===== src/rtl/coproc_ctrl.sv =====
module coproc_ctrl #(
  parameter int KBITS = 32,
  parameter int NREGS = 11,
  parameter int IDXW  = $clog2(NREGS)
) (
  input  logic             clk,
  input  logic             rst_n,
  input  logic             p0_we,
  input  logic [7:0]       p0_data,
  input  logic [7:0]       p1_data,
  input  logic [7:0]       p2_data,
  input  logic [7:0]       p3_data,
  input  logic             dp_done,
  input  logic [IDXW-1:0]  rd_sel,
  output logic             busy,
  output logic             pending,
  output logic             overflow,
  output logic             dp_start,
  output logic             dp_carry_only,
  output logic [7:0]       dp_src_a,
  output logic [7:0]       dp_src_b,
  output logic [7:0]       dp_dst,
  output logic [KBITS-1:0] rd_data
);
  localparam logic [7:0] OP_LOAD  = 8'h01;
  localparam logic [7:0] OP_MADD  = 8'h02;
  localparam logic [7:0] OP_CPROP = 8'h03;

  logic [7:0] pend_op, pend_a, pend_b, pend_c;
  logic [KBITS-1:0] regs [NREGS];

  wire is_launch = (pend_op == OP_MADD) || (pend_op == OP_CPROP);
  wire issue_now = pending && (!is_launch || !busy);
  wire do_load   = issue_now && (pend_op == OP_LOAD);

  always_ff @(posedge clk) begin
    if (!rst_n) begin
      pending       <= 1'b0;
      overflow      <= 1'b0;
      busy          <= 1'b0;
      dp_start      <= 1'b0;
      dp_carry_only <= 1'b0;
      dp_src_a      <= '0;
      dp_src_b      <= '0;
      dp_dst        <= '0;
      pend_op       <= '0;
      pend_a        <= '0;
      pend_b        <= '0;
      pend_c        <= '0;
    end else begin
      if (issue_now) pending <= 1'b0;
      if (p0_we) begin
        if (pending) overflow <= 1'b1;
        else begin
          pending <= 1'b1;
          pend_op <= p0_data;
          pend_a  <= p1_data;
          pend_b  <= p2_data;
          pend_c  <= p3_data;
        end
      end
      dp_start <= issue_now && is_launch;
      if (issue_now && is_launch) begin
        busy          <= 1'b1;
        dp_carry_only <= (pend_op == OP_CPROP);
        dp_src_a      <= pend_a;
        dp_src_b      <= pend_b;
        dp_dst        <= pend_c;
      end else if (dp_done) begin
        busy <= 1'b0;
      end
    end
  end

  for (genvar r = 0; r < NREGS; r++) begin : g_reg
    always_ff @(posedge clk) begin
      if (!rst_n) regs[r] <= '0;
      else if (do_load && pend_a == 8'(r)) regs[r] <= {regs[r][KBITS-9:0], pend_b};
    end
  end

  always_comb begin
    rd_data = '0;
    for (int r = 0; r < NREGS; r++)
      if (rd_sel == IDXW'(r)) rd_data = regs[r];
  end
endmodule


===== config.mk =====
export PLATFORM = sky130hd
export DESIGN_NAME = coproc_ctrl
export DESIGN_NICKNAME = d
export VERILOG_FILES = /design/src/rtl/coproc_ctrl.sv
export SDC_FILE = /design/constraint.sdc
export NUM_CORES = 1
export LEC_CHECK = 0
export ABC_AREA = 0
export BUFFER_PORTS_ARGS = -buffer_cell sky130_fd_sc_hd__buf_2
export CORE_ASPECT_RATIO = 0.9
export CORE_MARGIN = 3
export CORE_UTILIZATION = 33
export CTS_CLUSTER_DIAMETER = 50
export CTS_CLUSTER_SIZE = 8
export DETAILED_ROUTE_END_ITERATION = 10
export GPL_TIMING_DRIVEN = 0
export SLEW_MARGIN = 20
export SYNTH_ARGS = -nofsm -noshare
export SYNTH_HDL_FRONTEND = slang
export SYNTH_SLANG_ARGS = --single-unit

===== constraint.sdc =====
create_clock -name clk -period 12.75 [get_ports clk]
set_clock_uncertainty 0.2 [all_clocks]
set_input_delay 1.275 -clock clk [delete_from_list [all_inputs] [get_ports clk]]
set_output_delay 1.275 -clock clk [all_outputs]
set_load 0.03 [all_outputs]

==> summary.txt <==
RUN STATUS
------------------------------------------------------------------------------------
Run status                                                              complete, no violations

CLOCK TREE
------------------------------------------------------------------------------------
Clock-pin slew on the worst setup and hold paths                             0.04 ns
Number of buffers inserted for hold repair after clock tree synthesis              0
Post_cts resized                                                                   0
Maximum buffer depth of the clock tree                                             3
Number of H-tree levels                                                            3
TritonCTS clock tree                                                             yes
Clock latency on the worst-skew pair                                         0.59 ns
Count of buffers added by post-CTS timing repair for setup                         0
Total number of clock tree sinks                                                 413
Clock Root Buffer                                                       sky130_fd_sc_hd__clkbuf_16
TritonCTS buffer count                                                            66

WORST SETUP PATH
------------------------------------------------------------------------------------
Biggest cell delay along the critical path                                   0.72 ns
Endpoint type of the worst setup path                                    output port
CP max FO                                                                         10
Cell class contributing the biggest share of worst-path delay           buffers and inverters
Required time reported for the critical path endpoint                       11.27 ns
Cell with the largest stage delay on the worst path                     sky130_fd_sc_hd__clkbuf_1
Worst path cell trace                                                   buf_2 > nor2b_1 > clkbuf_1 > clkbuf_1 > a21oi_1 > o22ai_1 > buf_2
Buf/Inv on CP                                                                      4
Startpoint-to-endpoint class of the critical path                       primary input to output port
Worst setup SP type                                                     primary input
Arrival time of the worst setup path                                         3.81 ns

LOGIC SYNTHESIS
------------------------------------------------------------------------------------
Simple-Gate Fraction of Synth Area                                             18.0%
Total number of yosys warnings                                                     0
Post-Synthesis Cells                                                            1400
Distinct cell type count of the synthesized netlist                               51
Share of synthesized area spent on multiplexers                                9.38%
Net count after synthesis                                                       1440
Register bit count reported by yosys                                             413
Number of enable flip-flop cells after synthesis                                 352
Top_reg_cell synth                                                      sky130_fd_sc_hd__edfxtp_1
Synth Area in Adders                                                              0%
Sequential area share after synthesis                                          63.1%
Average cell area after synthesis                                           13.4 um2
XOR/XNOR share of the synthesized area                                            0%
Synth Area in Compound Gates                                                   6.10%
Post-synthesis instance area                                              0.0187 mm2
Main combinational cell family by area after synthesis                  simple AND/OR/NAND/NOR gates
Share of synthesized registers carrying an async set or reset                     0%

FINAL LAYOUT
------------------------------------------------------------------------------------
Post-layout util                                                               40.5%
P&R area growth vs syn                                                         20.9%
Post-route cell area                                                      0.0226 mm2
Most frequent cells in the layout                                       sky130_fd_sc_hd__and2_1 (355), sky130_fd_sc_hd__edfxtp_1 (352), sky130_fd_sc_hd__buf_2 (118), sky130_fd_sc_hd__mux2i_1 (83), sky130_fd_sc_hd__nand2_1 (81)
Most common cell after layout, fill and taps aside                      sky130_fd_sc_hd__and2_1
Number of standard cells in the layout, taps in and fillers out                 2369
Fraction of layout instances using a drive strength above 1                    19.9%
# nets final                                                                    1620

POWER
------------------------------------------------------------------------------------
Peak supply drop                                                             87.7 uV
Leak                                                                         8.42 nW
Power density normalized to cell area                                     151 mW/mm2

DRT
------------------------------------------------------------------------------------
Via count                                                                      12000
Via-to-Cell Ratio                                                               5.05
Antenna viol nets, final                                                           0
DRC violations left                                                                0
Detailed Route WL                                                            55.4 mm
Detailed route wirelength on metal2                                          25.2 mm
Uppermost metal layer occupied by signal nets                                   met4
Met3 wirelength from detailed routing                                        3.66 mm
Detail-routed net length per standard cell                                   23.4 um
DRT iter0 DRCs                                                                  1206
Drt pass-1 iters                                                                   5
Wire length on met1                                                          24.3 mm

TIMING
------------------------------------------------------------------------------------
Max-slew headroom                                                              23.7%
Time the final worst path needs with I/O delays and setup                    5.29 ns
Measured slew at the worst slew-check pin                                    1.14 ns
Final max-slew violation count                                                     0
Final hold violation count                                                         0
Setup repair after global routing missed its margin                            false
Top achievable clock speed                                                   189 MHz
Final number of setup-violating endpoints                                          0
Setup_tns                                                                       0 ns
Final cycle utilization of the critical path                                   41.5%

FLOORPLANNING
------------------------------------------------------------------------------------
Die Outline Area                                                          0.0596 mm2
I/O pin count                                                                    101
Cell Rows                                                                         82
Die Y-Extent                                                                  232 um
Core ar.                                                                  0.0558 mm2
Width of the chip                                                             257 um
Effective utilization at floorplan                                             33.5%

RUN
------------------------------------------------------------------------------------
Max Cap Viol                                                                       0

PLACE
------------------------------------------------------------------------------------
Cells after DPL                                                                 2268
IO buf count                                                                      97
Final weighted congestion of routability-driven global placement               0.900
Placement Cell Area                                                       0.0206 mm2
Placed wire-length estimate after detailed placement                         40.1 mm

GLOBAL ROUTE
------------------------------------------------------------------------------------
Global-route usage over all layers                                             18.4%
Via count of the first global-routing pass                                     12100
First-pass GRT wire length                                                   80.0 mm
Remaining global-route overflow                                                    0
Pin count of the biggest net entering global routing                              24
Number of antenna violations at the first check in global routing                  2

WORST HOLD PATH
------------------------------------------------------------------------------------
Type of the worst min-delay path                                        register to register

-- cell type report --
class                           count  area, um2
Fill cell                        5200      33200
Buffer                            106        638
Clock inverter                     13        131
Multi-Input combinational cell    877       6380
Clock buffer                       85       1850
Sequential cell                   413      11800
Antenna cell                        3       7.51
Inverter                            4       15.0
Tap cell                          756        946
Timing Repair Buffer              112        853
-- cells in the mapped netlist, types with 21 or more instances --
cell / instances / area share (%)
sky130_fd_sc_hd__o22ai_1: 44 / 1.5
sky130_fd_sc_hd__buf_6: 21 / 1.3
sky130_fd_sc_hd__clkbuf_1: 48 / 0.96
sky130_fd_sc_hd__mux4_2: 37 / 4.5
sky130_fd_sc_hd__and2_1: 355 / 12
sky130_fd_sc_hd__buf_2: 21 / 0.56
sky130_fd_sc_hd__nor2_1: 40 / 0.80
sky130_fd_sc_hd__a21oi_1: 49 / 1.3
sky130_fd_sc_hd__edfxtp_1: 352 / 57
sky130_fd_sc_hd__nor2b_1: 37 / 1.2
sky130_fd_sc_hd__nand2_1: 81 / 1.6
sky130_fd_sc_hd__dfxtp_1: 61 / 6.5
sky130_fd_sc_hd__a21boi_0: 32 / 1.3
sky130_fd_sc_hd__mux2i_1: 83 / 4.4
-- tightest hold or removal path: cells and delay by family (launching register included) --
kind | cells | cell delay (ns)
AO/OA/AOI/OAI | 1 | 0.06
AND/OR/NAND/NOR | 1 | 0.05
flip-flops | 1 | 0.30
-- state kept, by name, indices dropped and copies added (netlist names) --
name,count
dp_src_b,8
overflow,1
pend_op,8
dp_start,1
pend_b,8
dp_dst,8
pend_c,8
dp_carry_only,1
regs,352
dp_src_a,8
pending,1
pend_a,8
busy,1
-- routing by layer --
layer	up-vias	global-route usage [%]
met5	-	0
met4	0	7.90
met3	124	3.62
met2	502	28.9
met1	5915	24.8
li1	5423	-
-- worst paths after layout --
path / start / endpoint / slack (ns) / depth (start not counted)
setup / recovery: rd_sel[1] / rd_data[13] / 7.46 / 7
hold / removal: pend_c[2]$_SDFFE_PN0P_ / pend_c[2]$_SDFFE_PN0P_ / 0.26 / 2
setup reg to reg: pend_a[7]$_SDFFE_PN0P_ / regs[4][24]$_SDFFCE_PN0P_ / 9.33 / 6
hold reg to reg: pend_c[2]$_SDFFE_PN0P_ / pend_c[2]$_SDFFE_PN0P_ / 0.26 / 2
-- kinds of logic (layout without fill, tap and decap cells) --
logic type	Yosys count	count (layout)
other	0	3
buffers and inverters	110	320
multiplexers	128	128
flip-flops	413	413
AND/OR/NAND/NOR	570	570
AO/OA/AOI/OAI	179	179
-- power by group --
part	internal (W)	switching (W)
combinational	0.0000805	0.000160
sequential	0.00151	0.0000257
clock	0.00103	0.000607
total	0.00262	0.000792
-- per-stage QoR --
stage	hold WS, ns	power, W	setup WS, ns
floorplan	0.243	0.00169	8.34
global placement	0.252	0.00179	6.23
detailed placement	0.261	0.00180	7.56
CTS	0.267	0.00344	7.56
global route	0.289	0.00350	7.46
finish	0.262	0.00341	7.46
Power figures use the tool's default switching activity.
